[src/rtl/crk_pkg.sv]
package crk_pkg;

  localparam logic [1:0] FORM_RR  = 2'd0;
  localparam logic [1:0] FORM_RM  = 2'd1;
  localparam logic [1:0] FORM_MD  = 2'd2;

  localparam int STEPW = 2;
  localparam int LENW  = 3;

  typedef enum logic [2:0] {
    UK_ALU   = 3'd0,
    UK_LOAD  = 3'd1,
    UK_LDALU = 3'd2,
    UK_STA   = 3'd3,
    UK_STD   = 3'd4,
    UK_STF   = 3'd5
  } uopKind_e;

  typedef struct packed {
    logic             capture;
    logic [STEPW-1:0] stepIdx;
  } crkStrobe_t;

endpackage

[src/rtl/crk_ctrl.sv]
module crk_ctrl
  import crk_pkg::*;
(
  input  logic            clk,
  input  logic            rstN,
  input  logic            inValid,
  input  logic            outReady,
  input  logic [LENW-1:0] seqLen,
  output logic            inReady,
  output logic            outValid,
  output logic            outFirst,
  output logic            outLast,
  output crkStrobe_t      strobe
);

  logic             busy;
  logic [STEPW-1:0] step;

  assign inReady        = !busy;
  assign outValid       = busy;
  assign outFirst       = busy && (step == '0);
  assign outLast        = busy && (LENW'(step) == seqLen - LENW'(1));
  assign strobe.capture = inValid && !busy;
  assign strobe.stepIdx = step;

  always_ff @(posedge clk or negedge rstN) begin
    if (!rstN) begin
      busy <= 1'b0;
      step <= '0;
    end else if (strobe.capture) begin
      busy <= 1'b1;
      step <= '0;
    end else if (busy && outReady) begin
      if (outLast) begin
        busy <= 1'b0;
        step <= '0;
      end else begin
        step <= step + STEPW'(1);
      end
    end
  end

  // after the last micro-op is taken, the cracker is free again
  a_r8_release: assert property (@(posedge clk) disable iff (!rstN)
    (outValid && outReady && outLast) |=> inReady);

  // an accepted descriptor makes the cracker busy
  a_r8_busy: assert property (@(posedge clk) disable iff (!rstN)
    (inValid && inReady) |=> (outValid && outFirst && !inReady));

  // a stalled micro-op keeps its markers
  a_r9_marks_hold: assert property (@(posedge clk) disable iff (!rstN)
    (outValid && !outReady) |=> (outValid && $stable(outFirst) && $stable(outLast)));

endmodule

[src/rtl/crk_dp.sv]
module crk_dp
  import crk_pkg::*;
#(
  parameter int OPW     = 4,
  parameter int REGW    = 4,
  parameter int TAGW    = 6,
  parameter int TMP_REG = 15
) (
  input  logic            clk,
  input  logic            rstN,
  input  crkStrobe_t      strobe,
  input  logic            fuseEn,
  input  logic [1:0]      inForm,
  input  logic [OPW-1:0]  inOp,
  input  logic [REGW-1:0] inDst,
  input  logic [REGW-1:0] inSrc,
  input  logic [TAGW-1:0] inTag,
  output logic [LENW-1:0] seqLen,
  output logic [2:0]      outKind,
  output logic [OPW-1:0]  outOp,
  output logic [REGW-1:0] outDst,
  output logic [REGW-1:0] outSrcA,
  output logic [REGW-1:0] outSrcB,
  output logic [TAGW-1:0] outTag
);

  localparam logic [REGW-1:0] TMP = REGW'(TMP_REG);

  logic            fuseQ;
  logic [1:0]      formQ;
  logic [OPW-1:0]  opQ;
  logic [REGW-1:0] dstQ, srcQ;
  logic [TAGW-1:0] tagQ;

  always_ff @(posedge clk or negedge rstN) begin
    if (!rstN) begin
      fuseQ <= 1'b0;
      formQ <= FORM_RR;
      opQ   <= '0;
      dstQ  <= '0;
      srcQ  <= '0;
      tagQ  <= '0;
    end else if (strobe.capture) begin
      fuseQ <= fuseEn;
      formQ <= inForm;
      opQ   <= inOp;
      dstQ  <= inDst;
      srcQ  <= inSrc;
      tagQ  <= inTag;
    end
  end

  always_comb begin
    case (formQ)
      FORM_RM: seqLen = fuseQ ? LENW'(1) : LENW'(2);
      FORM_MD: seqLen = fuseQ ? LENW'(2) : LENW'(4);
      default: seqLen = LENW'(1);
    endcase
  end

  assign outOp = opQ;

  always_comb begin
    outKind = UK_ALU;
    outDst  = '0;
    outSrcA = '0;
    outSrcB = '0;
    outTag  = '0;
    case (formQ)
      FORM_RM: begin
        if (fuseQ) begin
          outKind = UK_LDALU; outDst = dstQ; outSrcA = dstQ; outTag = tagQ;
        end else if (strobe.stepIdx == 2'd0) begin
          outKind = UK_LOAD; outDst = TMP; outTag = tagQ;
        end else begin
          outKind = UK_ALU; outDst = dstQ; outSrcA = dstQ; outSrcB = TMP;
        end
      end
      FORM_MD: begin
        if (fuseQ) begin
          if (strobe.stepIdx == 2'd0) begin
            outKind = UK_LDALU; outDst = TMP; outSrcA = srcQ; outTag = tagQ;
          end else begin
            outKind = UK_STF; outSrcB = TMP; outTag = tagQ;
          end
        end else begin
          case (strobe.stepIdx)
            2'd0: begin outKind = UK_LOAD; outDst = TMP; outTag = tagQ; end
            2'd1: begin outKind = UK_ALU; outDst = TMP; outSrcA = TMP; outSrcB = srcQ; end
            2'd2: begin outKind = UK_STA; outTag = tagQ; end
            default: begin outKind = UK_STD; outSrcB = TMP; outTag = tagQ; end
          endcase
        end
      end
      default: begin
        outKind = UK_ALU; outDst = dstQ; outSrcA = dstQ; outSrcB = srcQ;
      end
    endcase
  end

  // store parts never write a register
  a_r6_store_nodst: assert property (@(posedge clk) disable iff (!rstN)
    (outKind inside {UK_STA, UK_STD, UK_STF}) |-> (outDst == '0));

  // the latched mode cannot change while the step is advancing
  a_r10_mode_stable: assert property (@(posedge clk) disable iff (!rstN)
    (!strobe.capture && strobe.stepIdx != '0) |=> $stable(seqLen));

endmodule

[src/rtl/memop_cracker.sv]
module memop_cracker
  import crk_pkg::*;
#(
  parameter int OPW     = 4,
  parameter int REGW    = 4,
  parameter int TAGW    = 6,
  parameter int TMP_REG = 15
) (
  input  logic            clk,
  input  logic            rstN,
  input  logic            fuseEn,
  input  logic            inValid,
  output logic            inReady,
  input  logic [1:0]      inForm,
  input  logic [OPW-1:0]  inOp,
  input  logic [REGW-1:0] inDst,
  input  logic [REGW-1:0] inSrc,
  input  logic [TAGW-1:0] inTag,
  output logic            outValid,
  input  logic            outReady,
  output logic [2:0]      outKind,
  output logic [OPW-1:0]  outOp,
  output logic [REGW-1:0] outDst,
  output logic [REGW-1:0] outSrcA,
  output logic [REGW-1:0] outSrcB,
  output logic [TAGW-1:0] outTag,
  output logic            outFirst,
  output logic            outLast,
  output logic [2:0]      outSlots
);

  crkStrobe_t      strobe;
  logic [LENW-1:0] seqLen;

  crk_ctrl i_ctrl (
    .clk      (clk),
    .rstN     (rstN),
    .inValid  (inValid),
    .outReady (outReady),
    .seqLen   (seqLen),
    .inReady  (inReady),
    .outValid (outValid),
    .outFirst (outFirst),
    .outLast  (outLast),
    .strobe   (strobe)
  );

  crk_dp #(.OPW(OPW), .REGW(REGW), .TAGW(TAGW), .TMP_REG(TMP_REG)) i_dp (
    .clk     (clk),
    .rstN    (rstN),
    .strobe  (strobe),
    .fuseEn  (fuseEn),
    .inForm  (inForm),
    .inOp    (inOp),
    .inDst   (inDst),
    .inSrc   (inSrc),
    .inTag   (inTag),
    .seqLen  (seqLen),
    .outKind (outKind),
    .outOp   (outOp),
    .outDst  (outDst),
    .outSrcA (outSrcA),
    .outSrcB (outSrcB),
    .outTag  (outTag)
  );

  assign outSlots = seqLen;

  // a stalled micro-op keeps all of its fields
  a_r7_hold: assert property (@(posedge clk) disable iff (!rstN)
    (outValid && !outReady) |=> (outValid && $stable(outKind) && $stable(outDst) &&
      $stable(outSrcA) && $stable(outSrcB) && $stable(outTag) && $stable(outOp)));

  // a single-slot instruction is both first and last
  a_r9_single: assert property (@(posedge clk) disable iff (!rstN)
    (outValid && outSlots == 3'd1) |-> (outFirst && outLast));

endmodule

[config.mk]
export PLATFORM = sky130hd
export DESIGN_NAME = memop_cracker
export DESIGN_NICKNAME = d
export VERILOG_FILES = /design/src/rtl/crk_pkg.sv /design/src/rtl/crk_ctrl.sv /design/src/rtl/crk_dp.sv /design/src/rtl/memop_cracker.sv
export SDC_FILE = /design/constraint.sdc
export NUM_CORES = 1
export LEC_CHECK = 0
export BUFFER_PORTS_ARGS = -buffer_cell sky130_fd_sc_hd__buf_4
export CELL_PAD_IN_SITES_DETAIL_PLACEMENT = 0
export CELL_PAD_IN_SITES_GLOBAL_PLACEMENT = 1
export CORE_ASPECT_RATIO = 1.4
export CORE_MARGIN = 3
export CORE_UTILIZATION = 30
export DETAILED_ROUTE_END_ITERATION = 12
export GPL_TIMING_DRIVEN = 0
export PLACE_DENSITY = 0.68
export SKIP_LAST_GASP = 1
export SYNTH_ARGS = -nofsm -noshare
export SYNTH_HDL_FRONTEND = slang
export SYNTH_HIERARCHICAL = 1
export SYNTH_SLANG_ARGS = --single-unit
export TNS_END_PERCENT = 10
[constraint.sdc]
create_clock -name clk -period 4.35 [get_ports clk]
set_input_delay 0.435 -clock clk [delete_from_list [all_inputs] [get_ports clk]]
set_output_delay 0.435 -clock clk [all_outputs]
set_load 0.01 [all_outputs]
==> metrics.log <==
INFO  metric status = complete, no violations
INFO  metric clock_power_share = 10.8%
INFO  metric io_buffers = 56
INFO  metric floorplan.io_pins = 57
INFO  metric post-cts-setup-buffer-count = 0
INFO  metric global_route.usage.total = 14.1%
INFO  metric fin_crit = 2.87 ns
INFO  metric die_h = 88.5 µm
INFO  metric vias_per_cell = 4.69
INFO  metric syn-cell-area = 1460 µm²
INFO  metric hpwl = 3000 µm
INFO  metric top_area_cells_in_the_synthesized_netlist = dfrtp_1, mux2_2, a21oi_1
INFO  metric post_route_cells_drive_above_1_share = 44.7%
INFO  metric yosys.area_share.simple = 16.5%
INFO  metric start_util = 31.7%
INFO  metric tritoncts_clock_tree = yes
INFO  metric synth_top_area_share = 41.1%
INFO  metric ant_nets = 0
INFO  metric detail_route.iter0.violations = 36
INFO  metric ir_drop = 0.386 mV
INFO  metric placed_cell_area = 1960 µm²
INFO  metric wl_met2 = 1900 µm
INFO  metric cts.root.buffer_cell = clkbuf_8
INFO  metric yosys_cell_types = 35
INFO  metric setup_violations = 0
INFO  metric postCtsHoldBufs = 0
INFO  metric cts-resized-gates = 0
INFO  metric slew_headroom = 64.7%
INFO  metric remaining_drc_errors = 0
INFO  metric endpoint_kind = output pin
INFO  metric synth-compound-area-share = 15.0%
INFO  metric postSynthRegisterBits = 24
INFO  metric post-synth-top-area-cell = dfrtp_1
INFO  metric synthAdderAreaFrac = 3.43%
INFO  metric globalRoute.totalOverflow = 0
INFO  metric avgRoutedWirePerCell = 14.0 µm
INFO  metric grt_antenna_before_repair = 0
INFO  metric switching_share = 42.3%
INFO  metric antenna-diode-count = 0
INFO  metric timing.critical_path.fanout_max = 10
INFO  metric place_congestion = 0.791
INFO  metric wl_met3 = 293 µm
INFO  metric post_synthesis_xor_xnor_area_fraction = 2.91%
INFO  metric cp.arrival = 2.43 ns
INFO  metric power.static_leakage = 0.957 nW
INFO  metric placement_rows = 29
INFO  metric finalSetupTns = 0 ns
INFO  metric clkSinkCount = 24
INFO  metric top_layer = met4
INFO  metric hp-class = input pin to asynchronous set/reset pin
INFO  metric detailedRoute.firstPassIterationCount = 4
INFO  metric area_growth = 39.0%
INFO  metric fin_crit_sh = 65.9%
INFO  metric coreArea = 4610 µm²
INFO  metric stdcell_area = 2030 µm²
INFO  metric fp.dieArea = 5750 µm²
INFO  metric startpoint_type = flop
INFO  metric yosysWarnings = 6
INFO  metric vias = 1265
INFO  metric multi_input_area = 777 µm²
INFO  metric vias_in_the_first_global_route = 1368
INFO  metric power_density = 902 nW/µm²
INFO  metric grt_first_pass_wirelength = 6380 µm
INFO  metric worst_pin_slew = 0.528 ns
INFO  metric p_sw = 0.774 mW
INFO  metric post_synth_mux_area_share = 15.4%
INFO  metric synth.avg_cell_area = 9.87 µm²
INFO  metric hold_slack = 0.0543 ns
INFO  metric grt_setup_unrepaired = no
INFO  metric p_seq_share = 23.0%
INFO  metric synthesis.instances = 148
INFO  metric synth_top_family_by_area = simple AND/OR/NAND/NOR gates
INFO  metric maxSlewViolCount = 0
INFO  metric finished_core_util = 44.0%
INFO  metric timing.setup.critical_path_class = flop to output pin
INFO  metric fmaxAchievable = 0.349 GHz
INFO  metric insertion_delay = 0.27 ns
INFO  metric drt_wl_total = 3790 µm
INFO  metric fin_nets = 238
INFO  metric clk_transition_reported_paths = 0.09 ns
INFO  metric critical_path_required = 3.91 ns
INFO  metric cts.htree.levels = 1
INFO  metric timing.max_cap.violations = 0
INFO  metric clockBufferDepth = 2
INFO  metric power.share.combinational = 66.2%
INFO  metric p_int = 1.06 mW
INFO  metric cts-buffers-inserted = 3
INFO  metric synth.yosys.seq_area_share = 41.1%
INFO  metric mappedNetlistNets = 177
INFO  metric reg_area = 601 µm²
INFO  metric die_w = 65.0 µm
INFO  metric finalClockSkew = 0.00475 ns
INFO  metric maximum_number_of_pins_on_one_net_before_global_route_repair = 25
INFO  metric fillCellCount = 475
INFO  metric met1_length = 1550 µm
INFO  metric finalHoldViolCount = 0
cells in the final DEF, fill, tap and decap left out, types with 2 or more instances in the layout:
master	synthesis	layout
dfrtp_1	24	24
and2_1	7	7
buf_4	0	56
o21ai_0	10	10
clkbuf_8	0	3
nor4_1	2	2
o32ai_1	2	2
mux2_2	20	20
o2bb2ai_1	4	4
a21oi_1	11	11
nand3_1	4	4
inv_1	9	9
buf_2	6	6
nor2_1	11	11
ha_1	4	4
xnor2_1	2	2
nand2_1	7	7
nor2b_1	6	6
kinds of logic (layout without fill, tap and decap cells):
group	Yosys count	after routing
buf+inv	18	78
flops	24	24
mux	20	20
compound gates	34	34
fa+ha+maj	4	4
simple gates	44	44
xor+xnor	4	4
Yosys cell counts:
library cell and number:
o21ai_0 10, or2_0 1, xor2_1 1, dfrtp_1 24, clkbuf_1 1, a311oi_1 1
nor4_2 1, and3b_1 1, and2b_1 1, a21oi_1 11, inv_1 9, a311oi_2 1
inv_2 1, o211ai_1 1, nor2_1 11, nand3b_1 1, a32oi_1 1, nor2b_1 6
buf_6 1, ha_1 4, nand3_1 4, nand2_1 7, o2bb2ai_1 4, a22oi_1 1
and2_1 7, xor2_2 1, a31oi_1 1, and3b_2 1, buf_2 6, xnor2_1 2
o21a_1 1, o32ai_1 2, or2_2 1, mux2_2 20, nor4_1 2
final timing paths:
path / startpoint / endpoint / slack, ns / depth (start not counted)
max: i_dp/formQ[1]$_DFFE_PN0P_ / outLast / 1.48 / 10
min: rstN / i_dp/tagQ[0]$_DFFE_PN0P_ / 0.05 / 1
max reg2reg: i_dp/formQ[1]$_DFFE_PN0P_ / i_ctrl/step[1]$_DFFE_PN0P_ / 2.06 / 10
min reg2reg: i_dp/tagQ[1]$_DFFE_PN0P_ / i_dp/tagQ[1]$_DFFE_PN0P_ / 0.51 / 1
max in group asynchronous: rstN / i_dp/dstQ[1]$_DFFE_PN0P_ / 4.05 / 1
min in group clk: inForm[1] / i_dp/formQ[1]$_DFFE_PN0P_ / 0.37 / 3
metrics by stage:
step / std cells / total power [mW] / setup slack, ns
finish: 270 / 1.83 / 1.48
global route: 270 / 2.00 / 1.29
CTS: 270 / 1.86 / 1.49
detailed placement: 266 / 1.65 / 1.81
global placement: 266 / 1.62 / 1.83
floorplan: 148 / 1.14 / 1.84
metal layers:
metal | track usage (%) | up-vias
met5 | 0 | -
met4 | 4.42 | 0
met3 | 3.56 | 4
met2 | 24.7 | 43
met1 | 16.8 | 578
li1 | - | 640
power groups by stage:
stage / Combinational, mW / Clock (mW) / Sequential, mW
2_1_floorplan: 0.734 / 0 / 0.407
3_3_place_gp: 1.20 / 0 / 0.420
3_5_place_dp: 1.22 / 0 / 0.427
4_1_cts: 1.23 / 0.204 / 0.423
5_1_grt: 1.35 / 0.214 / 0.440
6_report: 1.21 / 0.198 / 0.420
layout make-up:
cell class	count	share of cell area, %
repair buffers	56	20.7
well taps	62	3.82
inverters	10	1.85
clock inverters	1	1.48
multi-input cells	106	38.3
clock buffers	3	2.03
flip-flops and latches	24	29.6
plain buffers	8	2.22
worst max-delay path, cell delays in order (launching register included):
cell and delay [ns]:
dfrtp_1 0.39, inv_1 0.08, ha_1 0.18, buf_2 0.21, inv_1 0.06, a21oi_1 0.28, inv_1 0.10, ha_1 0.24
xor2_2 0.20, nor4_1 0.26, buf_4 0.17
flip-flops by register name (all words and copies together) (netlist names):
name and count:
i_dp/fuseQ 1, i_dp/tagQ 6, i_dp/dstQ 4, i_ctrl/step 2
i_dp/srcQ 4, i_dp/formQ 2, i_dp/outOp 4, i_ctrl/outValid 1
(Power assumes the default switching activity.)
